==> config.mk <==
export PLATFORM = sky130hd
export DESIGN_NAME = coh_update_ctrl
export DESIGN_NICKNAME = d
export VERILOG_FILES = /design/src/rtl/coh_pkg.sv /design/src/rtl/coh_arbiter.sv /design/src/rtl/coh_way_lookup.sv /design/src/rtl/coh_update_ctrl.sv
export SDC_FILE = /design/constraint.sdc
export NUM_CORES = 1
export LEC_CHECK = 0
export ABC_AREA = 1
export BUFFER_PORTS_ARGS = -buffer_cell sky130_fd_sc_hd__buf_4
export CAP_MARGIN = 20
export CORE_UTILIZATION = 23
export CTS_CLUSTER_DIAMETER = 120
export CTS_CLUSTER_SIZE = 20
export DETAILED_ROUTE_END_ITERATION = 8
export GPL_ROUTABILITY_DRIVEN = 0
export PLACE_DENSITY = 0.46
export SLEW_MARGIN = 20
export SYNTH_ARGS = -nofsm -noshare
export SYNTH_HDL_FRONTEND = slang
export SYNTH_SLANG_ARGS = --single-unit
export TNS_END_PERCENT = 50
==> constraint.sdc <==
create_clock -name clk -period 9.7 [get_ports clk]
set_clock_uncertainty 0.15 [all_clocks]
set_input_delay 0.485 -clock clk [delete_from_list [all_inputs] [get_ports clk]]
set_output_delay 0.485 -clock clk [all_outputs]
set_load 0.05 [all_outputs]
==> src/rtl/coh_pkg.sv <==
package coh_pkg;

   // Entry state, numeric values are visible on resp_state.
   typedef enum logic [2:0] {
      ST_INV = 3'd0,
      ST_VX  = 3'd1,
      ST_SC  = 3'd2,
      ST_SD  = 3'd3,
      ST_DT  = 3'd4
   } coh_state_e;

   // The entry carries the write-back duty.
   function automatic logic is_owner(coh_state_e s);
      return (s == ST_SD) || (s == ST_DT);
   endfunction

   // The entry may have copies in other caches.
   function automatic logic is_shared(coh_state_e s);
      return (s == ST_SC) || (s == ST_SD);
   endfunction

endpackage

==> src/rtl/coh_arbiter.sv <==
module coh_arbiter #(
   parameter int N           = 3,
   parameter bit ROUND_ROBIN = 1'b1
) (
   input  logic         clk,
   input  logic         rst_n,
   input  logic         en,
   input  logic [N-1:0] req,
   output logic [N-1:0] grant
);
   localparam int PW = (N > 1) ? $clog2(N) : 1;

   generate
      if (ROUND_ROBIN) begin : g_rr
         logic [PW-1:0] ptr;
         logic          found;

         // Search ports at or above the pointer first, then wrap to the rest.
         always_comb begin
            grant = '0;
            found = 1'b0;
            for (int j = 0; j < N; j++) begin
               if (en && !found && req[j] && (PW'(j) >= ptr)) begin
                  grant[j] = 1'b1;
                  found    = 1'b1;
               end
            end
            for (int j = 0; j < N; j++) begin
               if (en && !found && req[j] && (PW'(j) < ptr)) begin
                  grant[j] = 1'b1;
                  found    = 1'b1;
               end
            end
         end

         always_ff @(posedge clk) begin
            if (!rst_n) begin
               ptr <= '0;
            end else begin
               for (int j = 0; j < N; j++) begin
                  if (grant[j]) ptr <= (j == N - 1) ? '0 : PW'(j + 1);
               end
            end
         end
      end else begin : g_fixed
         logic found;

         always_comb begin
            grant = '0;
            found = 1'b0;
            for (int j = 0; j < N; j++) begin
               if (en && !found && req[j]) begin
                  grant[j] = 1'b1;
                  found    = 1'b1;
               end
            end
         end
      end
   endgenerate

endmodule

==> src/rtl/coh_way_lookup.sv <==
module coh_way_lookup #(
   parameter int WAYS = 2,
   parameter int AW   = 4,
   parameter int WW   = 1
) (
   input  logic [WAYS-1:0]         live,
   input  logic [WAYS-1:0][AW-1:0] tags,
   input  logic [AW-1:0]           addr,
   output logic                    hit,
   output logic [WW-1:0]           hit_way,
   output logic                    has_free,
   output logic [WW-1:0]           free_way
);
   // Lowest matching live way and lowest empty way.
   always_comb begin
      hit      = 1'b0;
      hit_way  = '0;
      has_free = 1'b0;
      free_way = '0;
      for (int w = 0; w < WAYS; w++) begin
         if (!hit && live[w] && (tags[w] == addr)) begin
            hit     = 1'b1;
            hit_way = WW'(w);
         end
         if (!has_free && !live[w]) begin
            has_free = 1'b1;
            free_way = WW'(w);
         end
      end
   end

endmodule

==> src/rtl/coh_update_ctrl.sv <==
module coh_update_ctrl
   import coh_pkg::*;
#(
   parameter int   N_CACHE     = 3,
   parameter int   WAYS        = 2,
   parameter int   AW          = 4,
   parameter int   DW          = 8,
   parameter bit   ROUND_ROBIN = 1'b1,
   localparam int  WW          = (WAYS > 1) ? $clog2(WAYS) : 1
) (
   input  logic                  clk,
   input  logic                  rst_n,
   input  logic [N_CACHE-1:0]    req_valid,
   input  logic [N_CACHE-1:0]    req_write,
   input  logic [N_CACHE*AW-1:0] req_addr,
   input  logic [N_CACHE*DW-1:0] req_wdata,
   input  logic [N_CACHE*WW-1:0] req_victim,
   output logic [N_CACHE-1:0]    resp_valid,
   output logic [DW-1:0]         resp_rdata,
   output logic [2:0]            resp_state,
   output logic                  resp_hit,
   output logic                  resp_wb
);
   localparam int NW    = (N_CACHE > 1) ? $clog2(N_CACHE) : 1;
   localparam int DEPTH = 1 << AW;

   generate
      if (N_CACHE < 2) begin : g_chk_n
         $error("coh_update_ctrl: N_CACHE must be at least 2");
      end
      if (WAYS < 1) begin : g_chk_ways
         $error("coh_update_ctrl: WAYS must be at least 1");
      end
      if (AW < 1 || AW > 12) begin : g_chk_aw
         $error("coh_update_ctrl: AW must lie in 1..12");
      end
   endgenerate

   // ---------------- storage ----------------
   coh_state_e                          st_q [N_CACHE][WAYS];
   logic [N_CACHE-1:0][WAYS-1:0][AW-1:0] tag_q;
   logic [N_CACHE-1:0][WAYS-1:0][DW-1:0] dat_q;
   logic [DW-1:0]                       mem_q [DEPTH];
   logic                                busy;

   // ---------------- arbitration ----------------
   logic [N_CACHE-1:0] grant_oh;
   logic               go;

   coh_arbiter #(.N(N_CACHE), .ROUND_ROBIN(ROUND_ROBIN)) u_arb (
      .clk   (clk),
      .rst_n (rst_n),
      .en    (!busy),
      .req   (req_valid),
      .grant (grant_oh)
   );

   assign go = |grant_oh;

   // Granted request fields.
   logic [NW-1:0] g_idx;
   logic          g_write;
   logic [AW-1:0] g_addr;
   logic [DW-1:0] g_wdata;
   logic [WW-1:0] g_victim;

   always_comb begin
      g_idx    = '0;
      g_write  = 1'b0;
      g_addr   = '0;
      g_wdata  = '0;
      g_victim = '0;
      for (int c = 0; c < N_CACHE; c++) begin
         if (grant_oh[c]) begin
            g_idx    = NW'(c);
            g_write  = req_write[c];
            g_addr   = req_addr[c*AW +: AW];
            g_wdata  = req_wdata[c*DW +: DW];
            g_victim = req_victim[c*WW +: WW];
         end
      end
   end

   // ---------------- snoop of every cache ----------------
   logic [N_CACHE-1:0][WAYS-1:0] live;
   logic [N_CACHE-1:0]           c_hit;
   logic [N_CACHE-1:0][WW-1:0]   c_way;
   logic [N_CACHE-1:0]           c_free;
   logic [N_CACHE-1:0][WW-1:0]   c_fway;

   always_comb begin
      for (int c = 0; c < N_CACHE; c++) begin
         for (int w = 0; w < WAYS; w++) begin
            live[c][w] = (st_q[c][w] != ST_INV);
         end
      end
   end

   generate
      for (genvar c = 0; c < N_CACHE; c++) begin : g_snoop
         coh_way_lookup #(.WAYS(WAYS), .AW(AW), .WW(WW)) u_look (
            .live     (live[c]),
            .tags     (tag_q[c]),
            .addr     (g_addr),
            .hit      (c_hit[c]),
            .hit_way  (c_way[c]),
            .has_free (c_free[c]),
            .free_way (c_fway[c])
         );
      end
   endgenerate

   // Peers that hold the byte, and those among them that own it.
   logic [N_CACHE-1:0] holder;
   logic [N_CACHE-1:0] owner;

   always_comb begin
      for (int c = 0; c < N_CACHE; c++) begin
         holder[c] = c_hit[c] && (NW'(c) != g_idx);
         owner[c]  = holder[c] && is_owner(st_q[c][c_way[c]]);
      end
   end

   // Supplier: an owner if one exists, else the lowest-numbered holder.
   logic          sup_any;
   logic          sup_is_owner;
   logic [NW-1:0] sup_idx;

   always_comb begin
      sup_any      = 1'b0;
      sup_is_owner = 1'b0;
      sup_idx      = '0;
      for (int c = 0; c < N_CACHE; c++) begin
         if (!sup_any && owner[c]) begin
            sup_any      = 1'b1;
            sup_is_owner = 1'b1;
            sup_idx      = NW'(c);
         end
      end
      for (int c = 0; c < N_CACHE; c++) begin
         if (!sup_any && holder[c]) begin
            sup_any = 1'b1;
            sup_idx = NW'(c);
         end
      end
   end

   // ---------------- requester decision ----------------
   logic          own_hit;
   logic [WW-1:0] own_way;
   coh_state_e    own_old;
   logic [AW-1:0] own_old_tag;
   logic [DW-1:0] own_old_data;
   logic [DW-1:0] sup_data;
   logic          wb;
   logic          broadcast;
   coh_state_e    new_state;
   logic [DW-1:0] new_data;
   coh_state_e    sup_next;

   always_comb begin
      own_hit      = c_hit[g_idx];
      own_way      = own_hit ? c_way[g_idx]
                   : (c_free[g_idx] ? c_fway[g_idx] : g_victim);
      own_old      = st_q[g_idx][own_way];
      own_old_tag  = tag_q[g_idx][own_way];
      own_old_data = dat_q[g_idx][own_way];
      sup_data     = dat_q[sup_idx][c_way[sup_idx]];
      wb           = go && !own_hit && is_owner(own_old);
      broadcast    = g_write && ((|holder) || (own_hit && is_shared(own_old)));
      sup_next     = sup_is_owner ? ST_SD : ST_SC;

      if (own_hit && !g_write) begin
         new_state = own_old;
         new_data  = own_old_data;
      end else if (g_write) begin
         new_state = broadcast ? ST_SD : ST_DT;
         new_data  = g_wdata;
      end else begin
         new_state = sup_any ? ST_SC : ST_VX;
         new_data  = sup_any ? sup_data : mem_q[g_addr];
      end
   end

   // ---------------- state, memory and response ----------------
   always_ff @(posedge clk) begin
      if (!rst_n) begin
         busy       <= 1'b0;
         resp_valid <= '0;
         resp_rdata <= '0;
         resp_state <= '0;
         resp_hit   <= 1'b0;
         resp_wb    <= 1'b0;
         for (int c = 0; c < N_CACHE; c++) begin
            for (int w = 0; w < WAYS; w++) begin
               st_q[c][w] <= ST_INV;
            end
         end
         for (int a = 0; a < DEPTH; a++) begin
            mem_q[a] <= '0;
         end
      end else begin
         busy       <= go;
         resp_valid <= grant_oh;
         if (go) begin
            resp_rdata <= new_data;
            resp_state <= new_state;
            resp_hit   <= own_hit;
            resp_wb    <= wb;
            if (wb) mem_q[own_old_tag] <= own_old_data;
            for (int c = 0; c < N_CACHE; c++) begin
               for (int w = 0; w < WAYS; w++) begin
                  if ((NW'(c) == g_idx) && (WW'(w) == own_way)) begin
                     st_q[c][w] <= new_state;
                  end else if (holder[c] && (WW'(w) == c_way[c])) begin
                     if (broadcast) begin
                        st_q[c][w] <= ST_SC;
                     end else if (!g_write && !own_hit && (NW'(c) == sup_idx)) begin
                        st_q[c][w] <= sup_next;
                     end
                  end
               end
            end
         end
      end
   end

   // Tags and bytes need no reset: a state of invalid masks them.
   always_ff @(posedge clk) begin
      if (go) begin
         for (int c = 0; c < N_CACHE; c++) begin
            for (int w = 0; w < WAYS; w++) begin
               if ((NW'(c) == g_idx) && (WW'(w) == own_way)) begin
                  tag_q[c][w] <= g_addr;
                  dat_q[c][w] <= new_data;
               end else if (holder[c] && broadcast && (WW'(w) == c_way[c])) begin
                  dat_q[c][w] <= g_wdata;
               end
            end
         end
      end
   end

endmodule

## Yosys cells after proc, flatten, opt, wreduce, memory -nomap -nowiden

Memories as Yosys holds them, arrays and structs flattened.
Cells that the tools add are included.

- Bitwise gates (word level): 27
- Order comparisons: 14
- Mux-type cells: 228
- Reduce and logical (&&, ||, !) cells: 128
- Eq/ne operators: 21

Operators by type and width:

| cell | number |
|---|---|
| $mux 8 | 24 |
| $mux 1 | 147 |
| $mux 3 | 33 |
| $logic_and 1x1->1 | 70 |
| $bmux 16 s2 | 2 |
| $mux 16 | 2 |
| $eq 4x4->1 | 6 |
| $mux 4 | 6 |
| $reduce_and 2->1 | 12 |
| $logic_not 1->1 | 19 |
| $or 1x1->1 | 18 |
| $reduce_bool 3->1 | 6 |
| $bmux 8 s2 | 1 |
| $mux 2 | 8 |
| $reduce_bool 2->1 | 8 |
| $eq 3x2->1 const B | 5 |
| $eq 3x3->1 const B | 4 |
| $bmux 1 s2 | 5 |
| $reduce_or 3->1 | 3 |
| $ge 2x2->1 const B | 4 |
| $not 1->2 | 4 |
| $reduce_or 8->1 | 1 |
| $logic_or 1x1->1 | 6 |
| $lt 2x3->1 const B | 2 |
| other kinds (12) | 22 |

- Output and inout bits: 16
- Memories kept: 2
- Bits of input ports: 47
- RAM bits: 146
- Bits in registers: 91

Memory list:

| name | depth | bits a word | rd ports | clocked after Yosys merged registers in | write ports | RTL line | text |
|---|---|---|---|---|---|---|---|
| mem_q | 16 | 8 | 1 | 0 | 16 | coh_update_ctrl.sv:43 | `logic [DW-1:0] mem_q [DEPTH];` |
| st_q | 3 | 6 | 4 | 0 | 3 | coh_update_ctrl.sv:40 | `coh_state_e st_q [N_CACHE][WAYS];` |

## Longest topological paths before layout

- Depth in word-level cells: 70
- Mapped depth: 31

## Modules after synthesis

From an unflattened synthesis, not the netlist that was laid out.

- Cells, all modules: 1577
- Area, all modules: 13027.5 µm²

Modules (own cells, without submodules):

| module | cells an instance | area an instance (µm²) | instances |
|---|---|---|---|
| coh_update_ctrl | 1428 | 12324.3 | 1 |
| coh_way_lookup | 39 | 162.7 | 3 |
| coh_arbiter | 32 | 215.2 | 1 |

## Worst setup path after synthesis

OpenSTA, ideal clock, no wires.

- Path kind: input-to-reg
- Start point: input req_valid[0]
- End point: memory mem_q[2][0], enable pin
- Stages on the path: 23
- Arrival: 3.536 ns
- Required time: 9.221 ns
- Slack: 5.686 ns
- Path buffers: 1
- Library setup time: 0.329 ns
- Path through: inv_1 -> nor2_2 -> nand2_1 -> nand3_2 -> nand2_2 -> nor2_4 -> buf_6 -> nand2_4 -> nand2_4 -> xor2_1 -> nand3_2 -> nand3_1 -> nand3_2 -> nand2_1 -> nand2_4 -> nor2_4 -> inv_2 -> or2_1 -> o211ai_2 -> inv_2 -> nor3_4 -> nand2_2 -> nand2_1

RTL lines:

| item | RTL line | text |
|---|---|---|
| start, declared | coh_update_ctrl.sv:13 | `input logic [N_CACHE-1:0] req_valid,` |
| end, declared | coh_update_ctrl.sv:43 |  |

## Worst setup path in the final report

- Start point: register u_arb.g_rr.ptr[1]
- End point: register dat_q[32] (netlist name), data pin

- Longest elaborated chain between the ends: 67
- Elaborated cells on any way between the ends: 160
- Classes of those cells: 6 x order compare; 15 x eq/ne; 78 x mux; 4 x bitwise; 56 x reduce/logical; 1 x memory

RTL lines:

| item | RTL line | text |
|---|---|---|
| start, declared | coh_arbiter.sv:15 | `logic [PW-1:0] ptr;` |
| start signal, assigned | coh_arbiter.sv:41 | `if (grant[j]) ptr <= (j == N - 1) ? '0 : PW'(j + 1);` |
| $ge 1x2->1 | coh_arbiter.sv:23 | `if (en && !found && req[j] && (PW'(j) >= ptr)) begin` |
| $logic_and 1x1->1 | coh_arbiter.sv:23 |  |
| $mux 1 | coh_arbiter.sv:23 |  |
| $logic_not 1->1 | coh_arbiter.sv:23 |  |
| $logic_and 1x1->1 (3 in a row) | coh_arbiter.sv:23 |  |
| $mux 1 | coh_arbiter.sv:23 |  |
| $logic_not 1->1 | coh_arbiter.sv:23 |  |
| $logic_and 1x1->1 (3 in a row) | coh_arbiter.sv:23 |  |
| [... 46 more ...] | n/a |  |
| $mux 2 | coh_update_ctrl.sv:141 | `if (!sup_any && holder[c]) begin` |
| $bmux 16 s2 / $bmux 1 s2 (equally long branches) | coh_update_ctrl.sv:168 | `sup_data = dat_q[sup_idx][c_way[sup_idx]];` |
| $mux 16 (implied by the code) / $mux 1 (equally long branches) | coh_update_ctrl.sv:168 |  |
| $mux 8 (implied by the code) (2 in a row) | coh_update_ctrl.sv:168 |  |
| $mux 8 | coh_update_ctrl.sv:181 | `new_data = sup_any ? sup_data : mem_q[g_addr];` |
| $mux 8 | coh_update_ctrl.sv:176 | `end else if (g_write) begin` |
| $mux 8 | coh_update_ctrl.sv:173 | `if (own_hit && !g_write) begin` |
| $mux 8 * | coh_update_ctrl.sv:233 | `if ((NW'(c) == g_idx) && (WW'(w) == own_way)) begin` |
| end signal, assigned by index | coh_update_ctrl.sv:235 | `dat_q[c][w] <= new_data;` |
| end signal, assigned by index | coh_update_ctrl.sv:237 | `dat_q[c][w] <= g_wdata;` |
| end, declared | coh_update_ctrl.sv:42 | `logic [N_CACHE-1:0][WAYS-1:0][DW-1:0] dat_q;` |

Every way passes the cells marked *; elsewhere a longest branch is shown, timed or not. The select of a mux whose other input is x is not followed.
A chain may end at the register's enable or synchronous reset.

==> results.toml <==
[worst_setup_path]
endpoint = "dat_q[32]"
rr_endpoint = "dat_q[32]"
cp-start-kind = "flop"
critPathLaunch = "u_arb.g_rr.ptr[1]"
endpoint_kind = "flop"
cp_slowest_stage_delay_ps = 590
crit_family = "simple AND/OR/NAND/NOR gates"
regToRegStartpoint = "u_arb.g_rr.ptr[1]"
cp_slowest_cell = "clkinv_1"
cp_num_buf_inv = 4
crit_cells = 24
r2r_cells = 24
cp.arrival_ps = 6630
path_max_fanout = 26
crit_top_cell = "nand2_1"
crit_required_ps = 9880
path_class = "reg -> reg"
path_cells = "inv_1, nand2_1, nand2_1, nand3_1, nand2_2, nor2_4, nand2_2, nand2_2, inv_2, nor2_1, nor2_1, nand3_2, nand3_1, nand3_2, nand2_1, nand2_4, nand2_1, inv_1, nand2_1, o2111ai_1, clkinv_1, nand2_1, nand2_1, o21ai_0"
r2r_slack_ps = 3250

[timing]
finalHoldViolations = 0
setup_ws_ps = 3250
drv_slew = 0
fin_setup_tns_ps = 0
fmaxAchievable_mhz = 155
timing.slew.headroom = 0.385
finalCritPeriodShare = 0.665
finalSetupViolations = 0
tightest_slew_ps = 922
min_period_ps = 6450
rsz0062_at_grt = "no"

[placed_design]
post_dp_cell_area_mm2 = 0.0142
place_ws_ps = 2970
port_buffers = 62
dp_hpwl_mm = 30.2

[floorplan]
core_mm2 = 0.0553
dieArea_mm2 = 0.0572
dieHeight_um = 239
num_rows = 86
die_w_um = 239
ioPinCount = 63
initial_utilization = 0.234

[worst_hold_path]
min_path_type = "reg -> reg"
worstHoldStart = "resp_state[1]"

[routing]
drt_iter0_markers = 984
wl_per_cell_um = 18.7
drt_pre_antenna_iters = 8
drc = 0
ant_nets = 0
routed-via-count = 10800
via_per_inst = 4.67
totalWireLength_mm = 43.3

[clocking]
cts_root_buffer = "clkbuf_16"
cts_tree = "done"
numCtsBuffers = 15
worstSkewPairLatency_ps = 500
cts_sinks = 237
cts_max_level = 1
cts_setup_buffers = 0
cts_hold_buf = 0
path_clk_slew_ps = 90
clk_path_buf_depth = 3
ctsResizeCount = 0

[synthesis]
synth_edf_count = 218
synth_area_leaders = "edfxtp_1 51%, nand2_1 10%, nor2_1 9.8%"
synthCells = 1542
netlist_area_mm2 = 0.0129
synth_top_area_frac = 0.506
synthArstFlopShare = 0
ys_types = 49
ys.flop_type = "edfxtp_1"
yosysTopAreaCell = "edfxtp_1"
yosysWarnings = 0
synth-seq-cells = 237
avgSynthCellArea_um2 = 8.39
ys_seq_area_frac = 0.536
syn_nets = 1589

[job]
drv_cap = 0

[layout]
final_common_cell = "nand2_1"
final_cell_mix = "343 x nand2_1, 333 x nor2_1, 218 x edfxtp_1, 122 x o21ai_0, 118 x inv_1"
nets = 1614
antenna_cells = 0
layout.cell_area.non_filler_mm2 = 0.0146
final_layout_size_suffix_gt1_frac = 0.101
syn_to_final_growth_pct = 12.7

[global_route]
antenna_found_initial = 0
grt_max_degree = 71
grt_pass1_vias = 10600
grt_overflow = 0
grtUsageTotal = 0.150
grt_pass1_wl_mm = 65.1

[power_and_ir_drop]
powerDensity_mw_per_mm2 = 354
power.leakage_nw = 5.85
p_clk_frac = 0.122
combPwrFrac = 0.579
seqPwrFrac = 0.299
switching_share = 0.536
p_int_mw = 2.39
p_sw_mw = 2.76
irDropWorstVdd_uv = 153

[status]
outcome = "finished, final reports clean"
[flip-flops by register name, indices dropped and copies added, names as in the netlist, 2 cells and up]
register	flops
resp_state	3
tag_q	24
st_q	18
dat_q	48
u_arb.g_rr.ptr	2
resp_rdata	8
resp_valid	3
mem_q	128
[per-layer routing]
layer / wire length [um] / global-route usage / vias to the layer above / part of all wire
met5: 0 / 0 / - / 0
met4: 813 / 0.0348 / 0 / 0.019
met3: 2510 / 0.0182 / 46 / 0.058
met2: 21000 / 0.259 / 334 / 0.48
met1: 19000 / 0.197 / 5208 / 0.44
li1: - / - / 5247 / -
[cells by family (layout without fill, tap and decap cells)]
group                  Yosys count  in the layout  synth area share
flip-flops                     237            237             0.536
AND/OR/NAND/NOR                831            831             0.273
XOR/XNOR                         6              6           0.00464
buffers and inverters          202            230            0.0612
AO/OA/AOI/OAI                  266            266             0.126
[worst min-delay path by stage]
stage | endpoint | depth (start not counted)
final | resp_state[1] | 2
after global routing | resp_state[2] | 2
after CTS | resp_state[2] | 2
after detailed placement | resp_state[1] | 2
after global placement | resp_state[1] | 2
after floorplan | u_arb.g_rr.ptr[0] | 2
[stage by stage]
stage / instances / hold WS, ps / power [mW] / utilization
6_report: 2318 / 364 / 5.15 / 0.264
5_1_grt: 2318 / 382 / 5.50 / 0.264
4_1_cts: 2318 / 372 / 5.19 / 0.264
3_5_place_dp: 2298 / 345 / 4.55 / 0.256
3_3_place_gp: 2298 / 341 / 4.54 / 0.256
2_1_floorplan: 1542 / 373 / 3.43 / -
[synthesized netlist by cell type (all sizes together), types with 4 or more instances]
master,count
nand3b,10
nor3,12
o211ai,12
nand4,7
buf,24
clkinv,7
nand2,372
nand3,83
xor2,5
a221oi,12
dfxtp,19
or2,4
o21ai,137
o22ai,18
o32ai,33
inv,125
edfxtp,218
clkbuf,46
nor2,340
a22o,4
a21oi,39
[worst reg2reg max path: stages (launching register included)]
cell and delay, ps:
dfxtp_1 400, inv_1 70, nand2_1 90, nand2_1 50, nand3_1 100, nand2_2 310
nor2_4 510, nand2_2 200, nand2_2 390, inv_2 280, nor2_1 150, nor2_1 70
nand3_2 130, nand3_1 110, nand3_2 180, nand2_1 120, nand2_4 330, nand2_1 570
inv_1 500, nand2_1 110, o2111ai_1 120, clkinv_1 590, nand2_1 210, nand2_1 280
o21ai_0 270
[power groups by stage]
stage	Clock (mW)	Sequential, mW	Combinational (mW)
6_report	0.631	1.54	2.98
5_1_grt	0.675	1.56	3.27
4_1_cts	0.650	1.54	3.00
3_5_place_dp	0	1.56	2.99
3_3_place_gp	0	1.56	2.98
2_1_floorplan	0	1.59	1.84
[area by class of cell]
cell class,instances,area [um^2]
tap,748,936
inverter,132,495
multi-input combinational,1103,5240
timing repair buffer,78,586
clock inverter,2,13.8
clock buffer,18,387
sequential,237,6930
fill,6071,40700
Power figures use the tool's default switching activity.
